File: config.mk
export PLATFORM = sky130hd
export DESIGN_NAME = desc_loader
export DESIGN_NICKNAME = d
export VERILOG_FILES = /design/src/rtl/dl_pkg.sv /design/src/rtl/dl_bitpick.sv /design/src/rtl/dl_regfile.sv /design/src/rtl/dl_seq.sv /design/src/rtl/desc_loader.sv
export SDC_FILE = /design/constraint.sdc
export NUM_CORES = 2
export LEC_CHECK = 0
export BUFFER_PORTS_ARGS = -buffer_cell sky130_fd_sc_hd__buf_2
export CAP_MARGIN = 20
export CORE_ASPECT_RATIO = 0.9
export CORE_MARGIN = 5
export CORE_UTILIZATION = 32
export DETAILED_ROUTE_END_ITERATION = 16
export GPL_TIMING_DRIVEN = 1
export PLACE_DENSITY = 0.5
export RECOVER_POWER = 100
export SYNTH_ARGS = -nofsm -noshare
export SYNTH_HDL_FRONTEND = slang
export SYNTH_HIERARCHICAL = 1
export SYNTH_SLANG_ARGS = --single-unit
File: constraint.sdc
create_clock -name clk -period 3.9 [get_ports clk]
set_input_delay 0.78 -clock clk [delete_from_list [all_inputs] [get_ports clk]]
set_output_delay 0.78 -clock clk [all_outputs]
set_load 0.05 [all_outputs]
File: src/rtl/dl_pkg.sv
package dl_pkg;
  localparam int WORD_W   = 32;
  localparam int NREG     = 32;
  localparam int IDX_W    = $clog2(NREG);
  localparam logic [NREG-1:0] REG_MASK = 32'hE018_5FFC;
  localparam int CLR_BIT  = 0;
  localparam int CTRL_BIT = 3;
  localparam int LINK_LO  = 30;
  localparam int LINK_HI  = 31;

  typedef enum logic [2:0] {
    S_IDLE, S_HREQ, S_HRSP, S_WREQ, S_WRSP, S_GO, S_RUN
  } ld_state_e;

  typedef enum logic [2:0] {
    XM_OFF = 3'd0, XM_CONT = 3'd1, XM_WRAP = 3'd2, XM_FILL = 3'd3
  } xfer_mode_e;

  typedef enum logic [2:0] {
    DM_NONE = 3'd0, DM_CMD = 3'd1, DM_CYCLE = 3'd3
  } done_mode_e;
endpackage

File: src/rtl/dl_bitpick.sv
module dl_bitpick #(
  parameter int W = 32,
  localparam int IW = $clog2(W)
) (
  input  logic [W-1:0]  vec_i,
  output logic [W-1:0]  oh_o,
  output logic [IW-1:0] idx_o,
  output logic          any_o
);
  assign oh_o  = vec_i & (~vec_i + W'(1));
  assign any_o = |vec_i;

  always_comb begin
    idx_o = '0;
    for (int i = 0; i < W; i++) begin
      if (oh_o[i]) idx_o = IW'(i);
    end
  end
endmodule

File: src/rtl/dl_regfile.sv
module dl_regfile
  import dl_pkg::*;
(
  input  logic              clk,
  input  logic              rst,
  input  logic              clr_i,
  input  logic              wr_en_i,
  input  logic [IDX_W-1:0]  wr_idx_i,
  input  logic [WORD_W-1:0] wr_data_i,
  input  logic [IDX_W-1:0]  rd_sel_i,
  output logic [WORD_W-1:0] rd_data_o,
  output logic [WORD_W-1:0] ctrl_o,
  output logic [WORD_W-1:0] link_lo_o,
  output logic [WORD_W-1:0] link_hi_o
);
  logic [WORD_W-1:0] rv [NREG];

  for (genvar g = 0; g < NREG; g++) begin : g_slot
    if (REG_MASK[g]) begin : g_impl
      logic [WORD_W-1:0] q;
      always_ff @(posedge clk) begin
        if (rst || clr_i) q <= '0;
        else if (wr_en_i && wr_idx_i == IDX_W'(g)) q <= wr_data_i;
      end
      assign rv[g] = q;
    end else begin : g_none
      assign rv[g] = '0;
    end
  end

  always_ff @(posedge clk) begin
    if (rst) rd_data_o <= '0;
    else     rd_data_o <= rv[rd_sel_i];
  end

  assign ctrl_o    = rv[CTRL_BIT];
  assign link_lo_o = rv[LINK_LO];
  assign link_hi_o = rv[LINK_HI];


  wr_impl_chk: assert property (@(posedge clk) disable iff (rst)
    wr_en_i |-> REG_MASK[wr_idx_i]);


  clr_wr_excl_chk: assert property (@(posedge clk) disable iff (rst)
    clr_i |-> !wr_en_i);
endmodule

File: src/rtl/dl_seq.sv
module dl_seq
  import dl_pkg::*;
#(
  parameter int AW = 32
) (
  input  logic              clk,
  input  logic              rst,
  input  logic              start_i,
  input  logic [AW-1:0]     start_addr_i,
  output logic              mem_req_valid_o,
  output logic [AW-1:0]     mem_req_addr_o,
  input  logic              mem_req_ready_i,
  input  logic              mem_rsp_valid_i,
  input  logic [WORD_W-1:0] mem_rsp_data_i,
  input  logic              mem_rsp_err_i,
  input  logic [WORD_W-1:0] link_lo_i,
  input  logic [WORD_W-1:0] link_hi_i,
  input  logic              ch_done_i,
  output logic              ch_enable_o,
  output logic              busy_o,
  output logic              err_o,
  output logic              clr_o,
  output logic              wr_en_o,
  output logic [IDX_W-1:0]  wr_idx_o,
  output logic [WORD_W-1:0] wr_data_o
);
  ld_state_e         state;
  logic [AW-1:0]     addr_q;
  logic [NREG-1:0]   pend_q;
  logic [IDX_W-1:0]  widx_q;
  logic              err_q;

  logic [NREG-1:0]   pick_oh;
  logic [IDX_W-1:0]  pick_idx;
  logic              pick_any;

  logic [2*WORD_W-1:0] link_full;
  logic [NREG-1:0]     hdr_sel;
  logic [NREG-1:0]     pend_nx;
  logic                rsp_ok;
  logic                rsp_bad;
  logic                unused_link;

  dl_bitpick #(.W(NREG)) u_pick (
    .vec_i (pend_q),
    .oh_o  (pick_oh),
    .idx_o (pick_idx),
    .any_o (pick_any)
  );

  assign link_full   = {link_hi_i, link_lo_i};
  assign unused_link = ^link_full;
  assign hdr_sel     = mem_rsp_data_i & REG_MASK;
  assign pend_nx     = pend_q & ~pick_oh;
  assign rsp_ok      = mem_rsp_valid_i && !mem_rsp_err_i;
  assign rsp_bad     = mem_rsp_valid_i && mem_rsp_err_i;

  always_ff @(posedge clk) begin
    if (rst) begin
      state  <= S_IDLE;
      addr_q <= '0;
      pend_q <= '0;
      widx_q <= '0;
      err_q  <= 1'b0;
    end else begin
      case (state)
        S_IDLE: if (start_i) begin
          addr_q <= start_addr_i;
          err_q  <= 1'b0;
          state  <= S_HREQ;
        end
        S_HREQ: if (mem_req_ready_i) state <= S_HRSP;
        S_HRSP: begin
          if (rsp_bad) begin
            err_q <= 1'b1;
            state <= S_IDLE;
          end else if (rsp_ok) begin
            pend_q <= hdr_sel;
            addr_q <= addr_q + AW'(4);
            state  <= (|hdr_sel) ? S_WREQ : S_GO;
          end
        end
        S_WREQ: if (mem_req_ready_i) begin
          widx_q <= pick_idx;
          state  <= S_WRSP;
        end
        S_WRSP: begin
          if (rsp_bad) begin
            err_q <= 1'b1;
            state <= S_IDLE;
          end else if (rsp_ok) begin
            pend_q <= pend_nx;
            addr_q <= addr_q + AW'(4);
            state  <= (|pend_nx) ? S_WREQ : S_GO;
          end
        end
        S_GO: state <= S_RUN;
        S_RUN: if (ch_done_i) begin
          if (link_lo_i[0]) begin
            addr_q <= {link_full[AW-1:2], 2'b00};
            state  <= S_HREQ;
          end else begin
            state  <= S_IDLE;
          end
        end
        default: state <= S_IDLE;
      endcase
    end
  end

  assign mem_req_valid_o = (state == S_HREQ) || (state == S_WREQ);
  assign mem_req_addr_o  = addr_q;
  assign ch_enable_o     = (state == S_GO);
  assign busy_o          = (state != S_IDLE);
  assign err_o           = err_q;
  assign clr_o           = (state == S_HRSP) && rsp_ok && mem_rsp_data_i[CLR_BIT];
  assign wr_en_o         = (state == S_WRSP) && rsp_ok;
  assign wr_idx_o        = widx_q;
  assign wr_data_o       = mem_rsp_data_i;


  req_hold_chk: assert property (@(posedge clk) disable iff (rst)
    mem_req_valid_o && !mem_req_ready_i |=> mem_req_valid_o && $stable(mem_req_addr_o));


  en_pulse_chk: assert property (@(posedge clk) disable iff (rst)
    ch_enable_o |=> !ch_enable_o);


  err_noen_chk: assert property (@(posedge clk) disable iff (rst)
    err_o |-> !ch_enable_o);


  launch_nofetch_chk: assert property (@(posedge clk) disable iff (rst)
    ch_enable_o |=> !mem_req_valid_o);


  pick_onehot_chk: assert property (@(posedge clk) disable iff (rst)
    $onehot0(pick_oh) && (pick_any == (pend_q != '0)));
endmodule

File: src/rtl/desc_loader.sv
module desc_loader
  import dl_pkg::*;
#(
  parameter int AW = 32
) (
  input  logic              clk,
  input  logic              rst,
  input  logic              start_i,
  input  logic [AW-1:0]     start_addr_i,
  output logic              mem_req_valid_o,
  output logic [AW-1:0]     mem_req_addr_o,
  input  logic              mem_req_ready_i,
  input  logic              mem_rsp_valid_i,
  input  logic [31:0]       mem_rsp_data_i,
  input  logic              mem_rsp_err_i,
  output logic              ch_enable_o,
  input  logic              ch_done_i,
  output logic              busy_o,
  output logic              err_o,
  input  logic [4:0]        cfg_sel_i,
  output logic [31:0]       cfg_data_o,
  output logic [2:0]        elem_size_o,
  output logic [2:0]        xfer_mode_o,
  output logic [2:0]        done_mode_o
);
  logic              clr;
  logic              wr_en;
  logic [IDX_W-1:0]  wr_idx;
  logic [WORD_W-1:0] wr_data;
  logic [WORD_W-1:0] ctrl;
  logic [WORD_W-1:0] link_lo;
  logic [WORD_W-1:0] link_hi;
  logic              unused_ctrl;

  dl_seq #(.AW(AW)) u_seq (
    .clk             (clk),
    .rst             (rst),
    .start_i         (start_i),
    .start_addr_i    (start_addr_i),
    .mem_req_valid_o (mem_req_valid_o),
    .mem_req_addr_o  (mem_req_addr_o),
    .mem_req_ready_i (mem_req_ready_i),
    .mem_rsp_valid_i (mem_rsp_valid_i),
    .mem_rsp_data_i  (mem_rsp_data_i),
    .mem_rsp_err_i   (mem_rsp_err_i),
    .link_lo_i       (link_lo),
    .link_hi_i       (link_hi),
    .ch_done_i       (ch_done_i),
    .ch_enable_o     (ch_enable_o),
    .busy_o          (busy_o),
    .err_o           (err_o),
    .clr_o           (clr),
    .wr_en_o         (wr_en),
    .wr_idx_o        (wr_idx),
    .wr_data_o       (wr_data)
  );

  dl_regfile u_regs (
    .clk       (clk),
    .rst       (rst),
    .clr_i     (clr),
    .wr_en_i   (wr_en),
    .wr_idx_i  (wr_idx),
    .wr_data_i (wr_data),
    .rd_sel_i  (cfg_sel_i),
    .rd_data_o (cfg_data_o),
    .ctrl_o    (ctrl),
    .link_lo_o (link_lo),
    .link_hi_o (link_hi)
  );

  assign elem_size_o = ctrl[2:0];
  assign xfer_mode_o = ctrl[11:9];
  assign done_mode_o = ctrl[23:21];
  assign unused_ctrl = ^ctrl;
endmodule

After elaboration in Yosys (flattened, before gate mapping)
Index checks and enable logic that the tools add are counted.
{"block": "totals", "ff_bits": 649, "in_bits": 76, "out_inout_bits": 77, "wordCells": 166}
{"block": "classes", "addsub": 2, "order_cmp": 1, "n_eq_ne": 37, "n_mux": 60, "bitwise_logic": 5, "n_reduce_logical": 38}
{"cell": "$mux W32", "count": 11}
{"cell": "$bmux W32 S5", "count": 1}
{"cell": "$mux W5", "count": 30}
{"cell": "$pmux W32 S3", "count": 1}
{"cell": "$and A32 B32 Y32", "count": 2}
{"cell": "$not A32 Y32", "count": 2}
{"cell": "$pmux W32 S2", "count": 1}
{"cell": "$add A32 B1 Y32 const B", "count": 1}
{"cell": "$add A32 B3 Y32 const B", "count": 1}
{"cell": "$reduce_or A32 Y1", "count": 1}
{"cell": "$eq A5 B4 Y1 const B", "count": 6}
{"cell": "$mux W3", "count": 10}
{"cell": "$eq A5 B5 Y1 const B", "count": 5}
{"cell": "$logic_and A1 B1 Y1", "count": 22}
{"cell": "$pmux W3 S7", "count": 1}
{"cell": "$eq A5 B3 Y1 const B", "count": 4}
{"cell": "$reduce_or A17 Y1", "count": 1}
{"cell": "$ne A2 B2 Y1 const B", "count": 7}
{"cell": "$reduce_and A6 Y1", "count": 2}
{"cell": "$eq A5 B2 Y1 const B", "count": 2}
{"cell": "$ne A2 B1 Y1 const B", "count": 5}
{"cell": "$eq A3 B3 Y1 const B", "count": 3}
{"cell": "$eq A3 B2 Y1 const B", "count": 2}
{"cell": "$ge A6 B6 Y1 const B", "count": 1}
{"cell": "14 further kinds", "count": 21}

Depth between registers and ports, before layout
{"block": "logic_depth", "depth_word": 34, "mapped_depth": 12, "mapped_depth_nobuf": 10}

By module
The synthesis kept the hierarchy.
{"module": "dl_regfile", "instances": 1, "cells_per_inst": 3073, "area_per_inst_um2": 24578.6, "seq_area_each_um2": 11531.1}
{"module": "dl_seq", "instances": 1, "cells_per_inst": 617, "area_per_inst_um2": 4571.9, "seq_area_each_um2": 1461.4}
{"module": "dl_bitpick", "instances": 1, "cells_per_inst": 110, "area_per_inst_um2": 698.2, "seq_area_each_um2": 0.0}

Worst setup path after synthesis
No wires, ideal clock.
{"block": "synth_timing", "kind": "register to register", "start": "register u_seq.pend_q[8]", "end": "register u_seq.state[2]", "setup_ps": 70, "arrival_time_ps": 2723, "t_required_ps": 3830, "setup_slack_ps": 1107, "stages_incl_launch_ff": 12, "n_path_buf": 1, "synth_period_minus_slack_ps": 2793, "cell_sequence": "dfxtp_1 nor4_4 nand4_4 or2_1 buf_6 nor2_1 and2_1 inv_1 a2111oi_0 nand4_1 or4b_1 a21oi_1"}
{"block": "synth_between", "elab_chain_cells": 10}
{"item": "start: declaration", "line_no": "dl_seq.sv:29", "rtl": "logic [NREG-1:0] pend_q;"}
{"item": "start signal: assignment", "line_no": "dl_seq.sv:78", "rtl": "pend_q <= hdr_sel;"}
{"item": "start signal: assignment", "line_no": "dl_seq.sv:92", "rtl": "pend_q <= pend_nx;"}
{"item": "$not A32 Y32", "line_no": "dl_bitpick.sv:10", "rtl": "assign oh_o = vec_i & (~vec_i + W'(1));"}
{"item": "$add A32 B1 Y32", "line_no": "dl_bitpick.sv:10"}
{"item": "$and A32 B32 Y32", "line_no": "dl_bitpick.sv:10"}
{"item": "net u_seq.pick_oh[28]", "line_no": "dl_seq.sv:33", "rtl": "logic [NREG-1:0] pick_oh;"}
{"item": "$not A32 Y32", "line_no": "dl_seq.sv:54", "rtl": "assign pend_nx = pend_q & ~pick_oh;"}
{"item": "$and A32 B32 Y32", "line_no": "dl_seq.sv:54"}
{"item": "$reduce_or A32 Y1", "line_no": "dl_seq.sv:94", "rtl": "state <= (|pend_nx) ? S_WREQ : S_GO;"}
{"item": "$mux W3", "line_no": "dl_seq.sv:94"}
{"item": "$mux W3", "line_no": "dl_seq.sv:91", "rtl": "end else if (rsp_ok) begin"}
{"item": "$mux W3", "line_no": "dl_seq.sv:88", "rtl": "if (rsp_bad) begin"}
{"item": "$pmux W3 S7", "line_no": "dl_seq.sv:66", "rtl": "case (state)"}
{"item": "end signal: assignment", "line_no": "dl_seq.sv:80", "rtl": "state <= (|hdr_sel) ? S_WREQ : S_GO;"}
{"item": "end signal: assignment", "line_no": "dl_seq.sv:94"}
{"item": "end: declaration", "line_no": "dl_seq.sv:27", "rtl": "ld_state_e state;"}
The timed path passes the listed nets, and every way through them passes these cells. The select of a mux whose other input is x is not followed.
A chain may end at the register's enable or synchronous reset.

Final worst setup path
{"block": "layout_timing", "start": "register u_seq.state[1]", "end": "register u_regs.g_slot[9].g_impl.q[8]"}
{"block": "layout_between", "word_cells_on_any_way": 7, "cone_classes": "eq/ne: 2; reduce/logical: 5"}
{"item": "$eq A3 B3 Y1", "line_no": "dl_seq.sv:117", "rtl": "assign wr_en_o = (state == S_WRSP) && rsp_ok;"}
{"item": "$logic_and A1 B1 Y1", "line_no": "dl_seq.sv:117"}
{"item": "net wr_en", "line_no": "desc_loader.sv:27", "rtl": "logic wr_en;"}
{"item": "$logic_and A1 B1 Y1", "line_no": "dl_regfile.sv:23", "rtl": "else if (wr_en_i && wr_idx_i == IDX_W'(g)) q <= wr_data_i;"}
{"item": "end signal: assignment", "line_no": "dl_regfile.sv:23"}
{"item": "end: declaration", "line_no": "dl_regfile.sv:20", "rtl": "logic [WORD_W-1:0] q;"}
The timed path passes the listed nets, and every way through them passes these cells.

==> impl_results.md <==
* Status: finished with violations
* Failing checks: max-capacitance violations, max-slew violations
* Hold Crit Class: in -> reg
* Worst slew margin at -0.178
* R2R cell count at 9
* Worst Clk Skew at approximately 0.021 ns
* Mapped cell area at between 0.02 and 0.03 sq mm
* Drt first pass iters at 5
* Fmax at about 290 MHz
* Combinational power share at 0.076
* RSZ-0062 raised after global routing: false
* Residual DRC count at 0
* Routed wire per std cell at ~23 microns
* Commonest non-fill, non-tap cell in the layout: nand2_1
* HP Start: start_addr_i[0]
* GRT Util Overall at 0.221
* Starting DRT DRC Count at 2532
* Ys Warns at 6
* Sw Ratio at 0.255
* Worst Setup Start Kind: flop
* Via count at roughly 27000
* Crit-path cells: buf_4 > nand2b_1 > nand2b_1 > nor2_1 > and4bb_1 > and2_0 > clkbuf_1 > nand2_1 > a21oi_1
* Vias per cell at 5.43
* Row cnt at between 100 and 150
* Worst skew pair latency at ~0.63 ns
* Clock period minus worst slack at ~3.5 ns
* Crit path max fanout at 25
* Endpoint, Worst Hold: u_seq/mem_req_addr_o[0]$_SDFFE_PP0P_
* Final Non-Filler Cells at about 5000
* DR WL met2 at 49900 microns
* Gpl congestion at 0.886
* Initial antenna violation count at 6
* Die W at between 300 and 400 microns
* Net Sw Power at 3.76 mW
* Share of layout cells above drive strength 1 at 0.101
* Slowest stage cell, crit path: clkbuf_1
* DP Wirelength at 70400 microns
* Root Buffer: clkbuf_16
* Period Utilization, post-route at 0.894
* Hold Path Depth at 3
* Postcts setup bufs at 0
* # clock sinks at 649
* Top Layer Used: met4
* Total grt overflow at 0
* Crit path DAT at ~4.0 ns
* Final setup violation count at 0
* Total number of H-tree levels at 3
* Largest net degree at the start of global routing at 105
* Layout area overhead at 12.6%
* Total CTS buffers at 70
* Post-route ant nets at 0
* Leakage at ~11 nW
* Final nets at around 3800
* Std-Cell Core Area at 0.0927 sq mm
* Placed Instances at 4897
* FF-to-FF setup slack at just over 0.4 ns
* Reg clk slew, reported paths at 0.06 ns
* TNS Setup at 0 ns
* CP Class: reg -> reg
* Clock share of power at 0.468
* Met3 Routed Length at between 8000 and 9000 microns
* Crit Reg-Reg Startpoint: u_seq/state[1]$_SDFFE_PP0P_
* Most frequent cells in the layout: 1199 x nand2_1, 649 x dfxtp_1, 597 x a21oi_1
* Peak VDD IR at roughly 0.00029 V
* Seq pwr share at 0.457
* Final hold violation count at 0
* Number of global-route vias before repair at approximately 25000
* Final wirelength at around 110000 microns
* Total die area at roughly 0.099 sq mm
* CP max stage delay at 1.19 ns
* Cell-internal power at about 11 mW
* CP endpoint kind: flop
* Number of max-cap violations at 2
* CTS resizes at 0
* Worst slew pin tran at approximately 1.8 ns
* Final Slew Violations at 43
* Syn Nets at between 3000 and 4000
* Boundary pin count at 153
* Mapped Cells at between 3000 and 4000
* Longest Clk Path Bufs at 3
* PD cells at between 400 and 500 mW/mm^2
* WP data required at roughly 4.5 ns
* CTS tree: done
* Initial Util at 0.322
* CTS hold repair buffers at 0
* Syn avg cell area at between 7 and 8 sq um
* Post-Route M1 WL at roughly 54000 microns
* R2R Path End: u_regs/g_slot[9].g_impl.q[8]$_SDFFE_PP0P_
* Global-route wire length before repair at roughly 170000 microns
* Cell repeated most along the worst path: nand2b_1
* IO Port Bufs at about 150
* Die Height at ~300 microns
[power groups by stage]
stage,combinational [mW],clock (mW),sequential [mW]
after detailed placement,1.12,0,6.88
after global routing,1.17,7.31,6.73
after CTS,1.13,7.05,6.73
final,1.12,6.89,6.73
after global placement,1.13,0,6.88
after floorplan,0.625,0,6.98
[per-stage QoR]
stage | util | hold WS, ns | setup WS, ns | power (mW) | instance area, sq um
after CTS | 0.365 | 0.370 | 0.666 | 14.9 | 33900
after floorplan | - | 0.433 | 1.12 | 7.61 | 29800
after detailed placement | 0.340 | 0.443 | 0.597 | 8.00 | 31500
final | 0.363 | 0.403 | 0.412 | 14.7 | 33600
after global placement | 0.340 | 0.439 | 0.651 | 8.01 | 31500
after global routing | 0.362 | 0.385 | 0.202 | 15.2 | 33600
[registers in the layout, indices dropped and copies added, names as in the netlist]
register                flops
u_regs/g_slot.g_impl.q    448
u_regs/ctrl_o              32
u_regs/link_hi_o           32
u_regs/link_lo_o           32
u_regs/rd_data_o           32
u_seq/mem_req_addr_o       32
u_seq/pend_q               32
u_seq/wr_idx_o              5
u_seq/state                 3
u_seq/err_o                 1
[final cells by class]
type | instances | area (sq um)
Fill cell | 9627 | 59100
Clock inverter | 21 | 230
Sequential cell | 649 | 13000
Multi-Input combinational cell | 2711 | 14900
Timing Repair Buffer | 257 | 1620
Clock buffer | 102 | 2120
Tap cell | 1242 | 1550
Antenna cell | 3 | 7.51
Inverter | 38 | 143
[how the worst max path moves through the flow]
stage | slack, ns | endpoint | from | cells past startpoint
floorplan | 1.12 | u_seq/state[2]$_SDFFE_PP0P_ | u_seq/pend_q[8]$_SDFFE_PP0P_ | 9
global placement | 0.65 | u_regs/ctrl_o[9]$_SDFFE_PP0P_ | mem_rsp_err_i | 8
detailed placement | 0.60 | u_regs/ctrl_o[16]$_SDFFE_PP0P_ | mem_rsp_err_i | 8
CTS | 0.67 | u_seq/state[2]$_SDFFE_PP0P_ | u_seq/pend_q[4]$_SDFFE_PP0P_ | 9
global route | 0.20 | u_regs/g_slot[9].g_impl.q[6]$_SDFFE_PP0P_ | u_seq/state[1]$_SDFFE_PP0P_ | 9
finish | 0.41 | u_regs/g_slot[9].g_impl.q[8]$_SDFFE_PP0P_ | u_seq/state[1]$_SDFFE_PP0P_ | 9
[worst max-delay path: cells and delay by family, from the launching register on]
family / cells / cell delay (ns)
AND/OR/NAND/NOR: 6 / 1.49
buffers and inverters: 2 / 1.40
flip-flops: 1 / 0.30
AO/OA/AOI/OAI: 1 / 0.18
[per-layer routing]
metal,vias up,track usage
met3,145,0.0397
li1,12904,-
met5,-,0
met4,0,0.0493
met2,956,0.334
met1,13273,0.328
Power figures use the tool's default switching activity.
